[config.mk]
export PLATFORM = sky130hd
export DESIGN_NAME = hss_ctrl
export DESIGN_NICKNAME = d
export VERILOG_FILES = /design/src/rtl/hss_pkg.sv /design/src/rtl/hss_span_class.sv /design/src/rtl/hss_holdq.sv /design/src/rtl/hss_mapfix.sv /design/src/rtl/hss_ctrl.sv
export SDC_FILE = /design/constraint.sdc
export NUM_CORES = 1
export LEC_CHECK = 0
export ABC_CLOCK_PERIOD_IN_PS = 2660
export BUFFER_PORTS_ARGS = -buffer_cell sky130_fd_sc_hd__buf_2
export CAP_MARGIN = 20
export CORE_AREA = 5 5 189 145
export DETAILED_ROUTE_END_ITERATION = 12
export DIE_AREA = 0 0 194 150
export GPL_ROUTABILITY_DRIVEN = 0
export MAX_ROUTING_LAYER = met4
export PLACE_DENSITY = 0.66
export SLEW_MARGIN = 20
export SYNTH_ARGS = -nofsm -noshare
export SYNTH_HDL_FRONTEND = slang
export SYNTH_SLANG_ARGS = --single-unit
[constraint.sdc]
create_clock -name clk -period 2.66 [get_ports clk]
set_input_delay 0.399 -clock clk [delete_from_list [all_inputs] [get_ports clk]]
set_output_delay 0.399 -clock clk [all_outputs]
set_load 0.005 [all_outputs]
[src/rtl/hss_pkg.sv]
package hss_pkg;
    typedef enum logic [1:0] {
        ST_IDLE,
        ST_COLLECT,
        ST_WAIT,
        ST_REPLAY
    } hss_state_e;
endpackage

[src/rtl/hss_span_class.sv]
// Classifies a position inside the open hammock span.
module hss_span_class #(
    parameter int SZ_W = 4
) (
    input  logic [SZ_W-1:0] position,
    input  logic [SZ_W-1:0] span,
    input  logic [SZ_W-1:0] nindep,
    input  logic [SZ_W-1:0] joff,
    output logic            is_dep,
    output logic            is_last
);
    logic [SZ_W:0] dep_start;

    always_comb begin
        dep_start = {1'b0, joff} + {1'b0, nindep};
        is_dep    = ({1'b0, position} >= dep_start) && (position <= span);
        is_last   = (position == span);
    end
endmodule

[src/rtl/hss_holdq.sv]
// Hold slots for the hammock span, with dependent tags and an in-order replay picker.
module hss_holdq #(
    parameter int QDEPTH  = 8,
    parameter int INSTR_W = 16,
    localparam int IDX_W  = $clog2(QDEPTH)
) (
    input  logic               clk,
    input  logic               rst_n,
    input  logic               clr,
    input  logic               wr_en,
    input  logic [IDX_W-1:0]   wr_idx,
    input  logic [INSTR_W-1:0] wr_data,
    input  logic               wr_tag,
    input  logic               load_pend,
    input  logic               pop,
    output logic [QDEPTH-1:0]  valid_vec,
    output logic [QDEPTH-1:0]  tag_vec,
    output logic [INSTR_W-1:0] head_data,
    output logic               pend_last
);
    logic [QDEPTH-1:0]  valid_q, tag_q, pend_q;
    logic [INSTR_W-1:0] slot_data [QDEPTH];

    for (genvar i = 0; i < QDEPTH; i++) begin : g_slot
        logic [INSTR_W-1:0] d_q;
        always_ff @(posedge clk) begin
            if (wr_en && (wr_idx == IDX_W'(i))) begin
                d_q <= wr_data;
            end
        end
        assign slot_data[i] = d_q;
    end

    always_ff @(posedge clk) begin
        if (!rst_n) begin
            valid_q <= '0;
            tag_q   <= '0;
        end else if (clr) begin
            valid_q <= '0;
            tag_q   <= '0;
        end else if (wr_en) begin
            valid_q[wr_idx] <= 1'b1;
            tag_q[wr_idx]   <= wr_tag;
        end
    end

    always_ff @(posedge clk) begin
        if (!rst_n) begin
            pend_q <= '0;
        end else if (load_pend) begin
            pend_q <= valid_q & tag_q;
        end else if (pop) begin
            pend_q <= pend_q & (pend_q - 1'b1);
        end
    end

    always_comb begin
        logic found;
        found     = 1'b0;
        head_data = '0;
        for (int i = 0; i < QDEPTH; i++) begin
            if (pend_q[i] && !found) begin
                head_data = slot_data[i];
                found     = 1'b1;
            end
        end
        pend_last = ((pend_q & (pend_q - 1'b1)) == '0);
    end

    assign valid_vec = valid_q;
    assign tag_vec   = tag_q;
endmodule

[src/rtl/hss_mapfix.sv]
// Per-register rename map repair from branch and join-start snapshots.
module hss_mapfix #(
    parameter int NREG   = 8,
    parameter int PREG_W = 5,
    localparam int MAP_W = NREG * PREG_W
) (
    input  logic             clk,
    input  logic             rst_n,
    input  logic             cap,
    input  logic [MAP_W-1:0] snap_br,
    input  logic [MAP_W-1:0] snap_join,
    input  logic [MAP_W-1:0] cur_map,
    output logic [MAP_W-1:0] fix_map
);
    for (genvar r = 0; r < NREG; r++) begin : g_reg
        logic [PREG_W-1:0] ent_q;
        logic [PREG_W-1:0] br_v, jn_v, cu_v;
        assign br_v = snap_br[r*PREG_W +: PREG_W];
        assign jn_v = snap_join[r*PREG_W +: PREG_W];
        assign cu_v = cur_map[r*PREG_W +: PREG_W];
        always_ff @(posedge clk) begin
            if (!rst_n) begin
                ent_q <= '0;
            end else if (cap) begin
                ent_q <= (jn_v != br_v) ? br_v : cu_v;
            end
        end
        assign fix_map[r*PREG_W +: PREG_W] = ent_q;
    end
endmodule

[src/rtl/hss_ctrl.sv]
module hss_ctrl
    import hss_pkg::*;
#(
    parameter int QDEPTH  = 8,
    parameter int INSTR_W = 16,
    parameter int ADDR_W  = 16,
    parameter int SZ_W    = 4,
    parameter int NREG    = 8,
    parameter int PREG_W  = 5,
    localparam int IDX_W  = $clog2(QDEPTH),
    localparam int MAP_W  = NREG * PREG_W
) (
    input  logic               clk,
    input  logic               rst_n,
    input  logic               in_valid,
    input  logic [INSTR_W-1:0] in_instr,
    input  logic [ADDR_W-1:0]  in_pc,
    input  logic               in_is_br,
    input  logic [SZ_W-1:0]    in_hsize,
    input  logic [SZ_W-1:0]    in_nindep,
    input  logic [SZ_W-1:0]    in_joff,
    input  logic               in_pred_taken,
    input  logic               res_valid,
    input  logic               res_mispred,
    input  logic [MAP_W-1:0]   snap_br,
    input  logic [MAP_W-1:0]   snap_join,
    input  logic [MAP_W-1:0]   cur_map,
    output logic               sq_valid,
    output logic [QDEPTH-1:0]  sq_mask,
    output logic               ri_valid,
    output logic [INSTR_W-1:0] ri_instr,
    output logic               redir_valid,
    output logic [ADDR_W-1:0]  redir_addr,
    output logic               fix_valid,
    output logic [MAP_W-1:0]   fix_map
);
    hss_state_e st_q, st_d;

    logic [SZ_W-1:0]   span_q, nind_q, joff_q, pos_q;
    logic [ADDR_W-1:0] pc_q;
    logic              ptk_q;

    logic [SZ_W-1:0]   span_clamped;
    logic [SZ_W-1:0]   position;
    logic              start_hm, tracking, resolve, cap_ins;
    logic              pos_dep, pos_last;

    logic [QDEPTH-1:0]  valid_vec, tag_vec;
    logic [INSTR_W-1:0] head_data;
    logic               pend_last;

    logic               sq_valid_q, redir_valid_q, fix_valid_q;
    logic [QDEPTH-1:0]  sq_mask_q;
    logic [ADDR_W-1:0]  redir_addr_q;

    always_comb begin
        span_clamped = (in_hsize > SZ_W'(QDEPTH)) ? SZ_W'(QDEPTH) : in_hsize;
        start_hm     = (st_q == ST_IDLE) && in_valid && in_is_br && (in_hsize != '0);
        tracking     = (st_q == ST_COLLECT) || (st_q == ST_WAIT);
        resolve      = tracking && res_valid;
        cap_ins      = (st_q == ST_COLLECT) && in_valid && !res_valid;
        position     = pos_q + 1'b1;
    end

    hss_span_class #(.SZ_W(SZ_W)) u_class (
        .position (position),
        .span     (span_q),
        .nindep   (nind_q),
        .joff     (joff_q),
        .is_dep   (pos_dep),
        .is_last  (pos_last)
    );

    hss_holdq #(.QDEPTH(QDEPTH), .INSTR_W(INSTR_W)) u_holdq (
        .clk       (clk),
        .rst_n     (rst_n),
        .clr       (resolve),
        .wr_en     (cap_ins),
        .wr_idx    (pos_q[IDX_W-1:0]),
        .wr_data   (in_instr),
        .wr_tag    (pos_dep),
        .load_pend (resolve && res_mispred),
        .pop       (st_q == ST_REPLAY),
        .valid_vec (valid_vec),
        .tag_vec   (tag_vec),
        .head_data (head_data),
        .pend_last (pend_last)
    );

    hss_mapfix #(.NREG(NREG), .PREG_W(PREG_W)) u_mapfix (
        .clk       (clk),
        .rst_n     (rst_n),
        .cap       (resolve && res_mispred),
        .snap_br   (snap_br),
        .snap_join (snap_join),
        .cur_map   (cur_map),
        .fix_map   (fix_map)
    );

    // Next-state selection
    always_comb begin
        st_d = st_q;
        unique case (st_q)
            ST_IDLE: begin
                if (start_hm) st_d = ST_COLLECT;
            end
            ST_COLLECT: begin
                if (res_valid) begin
                    st_d = (res_mispred && |(valid_vec & tag_vec)) ? ST_REPLAY : ST_IDLE;
                end else if (cap_ins && pos_last) begin
                    st_d = ST_WAIT;
                end
            end
            ST_WAIT: begin
                if (res_valid) begin
                    st_d = (res_mispred && |(valid_vec & tag_vec)) ? ST_REPLAY : ST_IDLE;
                end
            end
            ST_REPLAY: begin
                if (pend_last) st_d = ST_IDLE;
            end
        endcase
    end

    // State register
    always_ff @(posedge clk) begin
        if (!rst_n) st_q <= ST_IDLE;
        else        st_q <= st_d;
    end

    // Hammock context
    always_ff @(posedge clk) begin
        if (!rst_n) begin
            span_q <= '0;
            nind_q <= '0;
            joff_q <= '0;
            pos_q  <= '0;
            pc_q   <= '0;
            ptk_q  <= 1'b0;
        end else if (start_hm) begin
            span_q <= span_clamped;
            nind_q <= in_nindep;
            joff_q <= in_joff;
            pos_q  <= '0;
            pc_q   <= in_pc;
            ptk_q  <= in_pred_taken;
        end else if (cap_ins) begin
            pos_q <= position;
        end
    end

    // Resolve responses, one cycle after the event
    always_ff @(posedge clk) begin
        if (!rst_n) begin
            sq_valid_q    <= 1'b0;
            sq_mask_q     <= '0;
            redir_valid_q <= 1'b0;
            redir_addr_q  <= '0;
            fix_valid_q   <= 1'b0;
        end else begin
            sq_valid_q    <= resolve;
            sq_mask_q     <= !resolve   ? '0 :
                             res_mispred ? (valid_vec & ~tag_vec) : valid_vec;
            redir_valid_q <= resolve && res_mispred && ptk_q;
            redir_addr_q  <= (resolve && res_mispred && ptk_q) ?
                             (pc_q + ADDR_W'(joff_q)) : '0;
            fix_valid_q   <= resolve && res_mispred;
        end
    end

    // Outputs
    always_comb begin
        sq_valid    = sq_valid_q;
        sq_mask     = sq_mask_q;
        redir_valid = redir_valid_q;
        redir_addr  = redir_addr_q;
        fix_valid   = fix_valid_q;
        ri_valid    = (st_q == ST_REPLAY);
        ri_instr    = (st_q == ST_REPLAY) ? head_data : '0;
    end
endmodule

Word level (Yosys, flattened, before mapping):

Cells that the tools add are included.

* register bits: 254
* bits in latches: 0
* RAM bits: 0
* bits in read-only memories: 0
* bits of input ports: 171
* output and inout port bits: 84
* logic and storage cells: 154
* memories: 0

* add/subtract/negate cells: 4
* multiply operators: 0
* divide/modulo/power cells: 0
* order comparisons: 5
* equal/unequal tests: 23
* shift-type cells: 0
* muxes and demuxes: 38
* bitwise operators: 6
* reduce and logical (&&, ||, !) cells: 47

Operators by type and width (count)
* 16-bit two-way mux: 9
* 5-bit two-way mux: 8
* 5-bit != test: 8
* 1-bit logical AND: 27
* 8-bit AND: 3
* 8-bit two-way mux: 3
* 16-bit by 4-bit adder with 16-bit output: 1
* 3-bit equality test (second input constant): 4
* 2-bit two-way mux: 6
* 8-bit bitwise mux: 1
* 1-bit logical NOT: 8
* 8-bit logical NOT: 1
* 1-bit two-way mux: 8
* 8-bit inverter: 1
* 8-bit OR: 1
* 2-bit case mux with 4 select lines: 1
* 8-bit OR reduction: 1
* 8-bit by 1-bit subtractor with 8-bit output (second input constant): 1
* 3-bit by 2-bit equality test with 1-bit output (second input constant): 2
* 4-bit by 4-bit adder with 5-bit output: 1
* 4-bit by 5-bit greater-or-equal comparator with 1-bit output: 1
* 4-bit by 1-bit adder with 4-bit output (second input constant): 1
* 2-bit equality test (second input constant): 2
* 4-bit equality test: 1
* 20 further kinds: 23

Longest topological paths before layout:

* depth after elaboration: 23
* mapped depth: 10
* depth with buffers taken out: 9

Hierarchy:

Synthesis repeated with hierarchy kept, for this count alone.

* cell total of the unflattened synthesis: 1154
* area total of the unflattened synthesis: 11893.9 um^2

Modules (own cells, without submodules)
* hss_holdq: times used 1, cells each 505, area an instance 6222.2 um^2, sequential area each 4324.1 um^2
* hss_ctrl: times used 1, cells each 317, area an instance 2693.8 um^2, sequential area each 1241.2 um^2
* hss_mapfix: times used 1, cells each 293, area an instance 2630.0 um^2, sequential area each 800.8 um^2
* hss_span_class: times used 1, cells each 39, area an instance 347.8 um^2, sequential area each 0.0 um^2

Worst setup path after synthesis:

Ideal clock, no wire load.

* path type: reg-to-reg
* from: reg pos_q[2]
* to: reg st_q[0]
* library setup time: 119 ps
* arrival: 2227 ps
* data required time: 2541 ps
* slack: 314 ps
* stages on the path, launching flop included: 11
* path buffers: 1
* clock period less this slack: 2346 ps
* cell sequence: dfxtp_1 clkbuf_1 inv_1 ha_1 inv_1 ha_1 and4_1 a311o_1 nand3_1 a21oi_1 o221a_1

* cells in the longest elaborated chain, start to end: 5

RTL lines
* start, declared: RTL line hss_ctrl.sv:39 `logic [SZ_W-1:0] span_q, nind_q, joff_q, pos_q;`
* start signal, assigned: RTL line hss_ctrl.sv:148 `pos_q <= position;`
* 4-bit by 1-bit adder with 4-bit output: RTL line hss_ctrl.sv:62 `position = pos_q + 1'b1;`
* net position[2]: RTL line hss_ctrl.sv:44 `logic [SZ_W-1:0] position;`
* 4-bit equality test: RTL line hss_span_class.sv:17 `is_last = (position == span);`
* 1-bit logical AND: RTL line hss_ctrl.sv:110 `end else if (cap_ins && pos_last) begin`
* 3-bit by 2-bit != test with 1-bit output (no line)
* 4-bit AND reduction (no line)
* end signal, assigned: RTL line hss_ctrl.sv:128 `else st_q <= st_d;`
* end, declared: RTL line hss_ctrl.sv:37 `hss_state_e st_q, st_d;`

The timed path passes the listed nets, and every way through them passes these cells.
A chain may end at the register's enable or synchronous reset.

Final worst setup path:

* from: reg u_holdq.pend_q[0]
* to: out ri_instr[1]

* cells in the longest elaborated chain, start to end: 23
* elaborated cells on any way between the ends: 30
* those cells by class: mux (16); reduce/logical (14)

RTL lines
* start, declared: RTL line hss_holdq.sv:21 `logic [QDEPTH-1:0] valid_q, tag_q, pend_q;`
* start signal, assigned: RTL line hss_holdq.sv:51 `pend_q <= valid_q & tag_q;`
* start signal, assigned: RTL line hss_holdq.sv:53 `pend_q <= pend_q & (pend_q - 1'b1);`
* 1-bit two-way mux: RTL line hss_holdq.sv:62 `if (pend_q[i] && !found) begin`
* 1-bit logical NOT: RTL line hss_holdq.sv:62
* 1-bit logical AND: RTL line hss_holdq.sv:62
* 1-bit two-way mux: RTL line hss_holdq.sv:62
* 1-bit logical NOT: RTL line hss_holdq.sv:62
* 1-bit logical AND: RTL line hss_holdq.sv:62
* 1-bit two-way mux: RTL line hss_holdq.sv:62
* 1-bit logical NOT: RTL line hss_holdq.sv:62
* (+7 left out)
* 1-bit two-way mux: RTL line hss_holdq.sv:62
* 1-bit logical NOT: RTL line hss_holdq.sv:62
* 1-bit logical AND: RTL line hss_holdq.sv:62
* 1-bit two-way mux: RTL line hss_holdq.sv:62
* 1-bit logical NOT: RTL line hss_holdq.sv:62
* 1-bit logical AND: RTL line hss_holdq.sv:62
* 16-bit two-way mux (*): RTL line hss_holdq.sv:62
* 16-bit two-way mux (*): RTL line hss_ctrl.sv:179 `ri_instr = (st_q == ST_REPLAY) ? head_data : '0;`
* end, declared: RTL line hss_ctrl.sv:31 `output logic [INSTR_W-1:0] ri_instr,`

Every way passes the cells marked *; elsewhere a longest branch is shown, timed or not.

==> impl_metrics.tcl <==
set metrics [dict create \
    area_growth_pct 25.25 \
    place_area_sq_um 12490 \
    hp-start "in_nindep[3]" \
    grt_antenna_before_repair 2 \
    crit_arrival_ns 2.36 \
    crit_path_end_kind "output pin" \
    die_x_um 194 \
    final_antenna_net_count 0 \
    cp-start-kind "flip-flop" \
    rsz0062_at_grt "true" \
    synthSimpleGateAreaFrac_pct 10.54 \
    syn-cell-area_sq_um 10700 \
    synthMuxAreaShare_pct 3.836 \
    cts_max_path_buffers 3 \
    cts_root_buffer "clkbuf_16" \
    synth_xor_area_share_pct 4.093 \
    fp.dieH_um 150 \
    worst_slack_ns -0.1012 \
    p_leak_nw 5.170 \
    drtIter0Drc 450 \
    drive_gt1_share_pct 28.99 \
    synth_cell_type_count 60 \
    start_util_pct 42.02 \
    post-route-period-util_pct 103.8 \
    critPathLaunch "u_holdq.pend_q[0]$_SDFFE_PN0P_" \
    synth_flop_cell "edfxtp_1" \
    tns_ns -0.9160 \
    r2r_slack_ns 0.25 \
    antenna_cells 0 \
    ff2ff_path_depth 9 \
    synth_top_family_by_area "compound AO/OA/AOI/OAI gates" \
    portBuffers 254 \
    placed_cells 1528 \
    rr_endpoint "st_q[0]$_SDFFE_PN0P_" \
    yosysWarnings 0 \
    critPathKind "reg2out" \
    violations "negative setup slack" \
    postCtsHoldBufs 0 \
    fill_cells 2250 \
    overflow 0 \
    wl_per_cell_um 17.77 \
    fin_area_sq_um 13400 \
    ioPinCount 255 \
    power.density_nw_per_um2 657.3 \
    cp_data_required_time_ns 2.26 \
    yosysSeqAreaShare_pct 59.50 \
    fmax_mhz 362.2 \
    clkTransAtPathRegs_ns 0.06 \
    ys_ff_latch 254 \
    status "finished, violations left" \
    grt_pass1_vias 8351 \
    nNetsFinal 1415 \
    numCtsBuffers 25 \
    endpoint "ri_instr[1]" \
    fp.coreArea_sq_um 25460 \
    netlist_instances 939 \
    cts_tree "yes" \
    postSynthAreaPerCell_sq_um 11.39 \
    worstPathMaxFanout 5 \
    vias_per_cell 5.247 \
    grt_max_degree 45 \
    wirelength_um 28060 \
    grt_pass1_wl_um 43950 \
    track_usage_pct 19.19 \
    synthesis.nets 1138 \
    r2r_start "pos_q[0]$_SDFFE_PP0P_" \
    place_hpwl_um 20210 \
    hold_path_depth 3 \
    drv_slew 0 \
    synth_edf_count 128 \
    final_cells 1579 \
    via_count 8285 \
    insertion_delay_ns 0.53 \
    synth_compound_area_share_pct 15.51 \
    final.min_clock_period_ns 2.761 \
    async_reset_ff_share_pct 0 \
    hold_class "in2reg" \
    vdd_drop_max_uv 446.8 \
    finalSetupViolCount 16 \
    placementRows 51 \
    clock_skew_ns 0.01974 \
    cts_sinks 254 \
    relSlewSlack_pct 58.03 \
    postLayoutCoreUtil_pct 52.63 \
    synth_fa_ha_area_share_pct 3.602 \
    firstDrtPassIters 7 \
    drc_errors 0 \
    htree_num_levels 1 \
    max_cap_viol_count 0 \
    die_area_sq_um 29100 \
    worst_slew_pin_slew_ns 0.6238 \
    hold_viol 0 \
]
[worst min-delay path by stage]
stage / end / slack [ns]
detailed placement: nind_q[3]$_SDFFE_PN0P_ / 0.45
floorplan: pc_q[0]$_SDFFE_PN0P_ / 0.44
CTS: nind_q[3]$_SDFFE_PN0P_ / 0.10
global placement: nind_q[3]$_SDFFE_PN0P_ / 0.45
global route: pc_q[8]$_SDFFE_PN0P_ / 0.13
finish: nind_q[3]$_SDFFE_PN0P_ / 0.12
[placed cells by master (no fill, tap or decap), drive strengths merged, types with 29 or more instances in the layout]
master  count
a21oi     112
nand3      38
inv        31
buf       298
xnor2      31
o21ai      45
nor2       29
dfxtp     126
nand2      91
edfxtp    128
mux2i      41
clkbuf     29
[stage by stage]
stage / total power (W) / hold WS, ns / setup WS [ns]
final: 0.008808 / 0.1233 / -0.1012
after global placement: 0.005378 / 0.4495 / 0.2840
after detailed placement: 0.005403 / 0.4545 / 0.1210
after floorplan: 0.004955 / 0.4400 / 0.3142
after global routing: 0.009196 / 0.1275 / -0.2358
after CTS: 0.008903 / 0.1023 / -0.1302
[final cells by class]
cell class	count	area, sq um	share of cell area [%]
flip-flops and latches	254	6369	47.53
multi-input cells	608	4034	30.10
repair buffers	298	1639	12.23
clock buffers	29	670.6	5.005
well taps	344	430.4	3.212
clock inverters	17	148.9	1.111
inverters	29	108.9	0.8123
[sequential cells by signal, indices dropped and copies added (netlist names), 4 cells and up]
register and cells:
u_holdq.g_slot.d_q 128, u_mapfix.g.ent_q 40, pc_q 16, redir_addr 16, sq_mask 8, u_holdq.pend_q 8, u_holdq.tag_vec 8, u_holdq.valid_vec 8
joff_q 4, nind_q 4, pos_q 4, span_q 4
[routing by layer]
metal  track usage (%)  vias up  part of all wire [%]
met1             24.96     3912                    44
met5                 -        -                     0
li1                  -     4050                     -
met2             31.18      277                    47
met4             5.657        0                   2.7
met3             3.376       46                   6.2
[where the power goes]
part	total (W)	internal (W)	switching [W]
clock	0.00349	0.00201	0.00148
combinational	0.000953	0.000407	0.000546
sequential	0.00436	0.00427	0.0000965
total	0.00881	0.00669	0.00212
[synthesized netlist by cell type (all sizes together), types with 2 or more instances]
cell type	number	share of area [%]
dfxtp	126	24
nor3	10	0.75
nand2b	4	0.23
nor2	29	1.1
inv	29	1.0
and4	2	0.16
fa	2	0.37
or2	2	0.12
ha	26	3.0
o31ai	3	0.21
buf	12	0.64
nor4b	2	0.36
a211oi	5	0.35
nand4	4	0.23
nand3	38	1.8
o211ai	4	0.28
xnor2	31	2.5
a22oi	23	1.6
o311ai	4	0.40
or3	4	0.23
a222oi	16	1.5
and3	21	1.2
nor4	2	0.12
a21boi	22	1.5
edfxtp	128	36
a21o	4	0.28
nor2b	6	0.35
xor2	19	1.6
nand2	91	3.2
maj3	2	0.19
o21ai	45	2.1
mux2i	41	3.8
clkbuf	36	1.3
and2	4	0.23
or4	4	0.32
a221oi	16	1.3
a21oi	112	5.2
[cell families after synthesis]
family,after synthesis
flip-flops,254
AND/OR/NAND/NOR,225
XOR/XNOR,50
adder cells (fa/ha/maj),30
multiplexers,41
AO/OA/AOI/OAI,262
buffers and inverters,77
[timing repair]
item,in CTS,in global routing
endpoints found under the setup margin,16,19
setup buffers,1,2
hold endpoints to repair,0,0
gates cloned,2,0
gates resized for setup,8,10
pin swaps,2,3
[critical path: stages, from the launching register on]
cell	delay, ns
dfxtp_1	0.31
or4_4	0.59
nor4b_4	0.24
buf_6	0.16
buf_6	0.13
a222oi_1	0.11
a21boi_1	0.15
buf_2	0.14
Power figures use the tool's default switching activity.
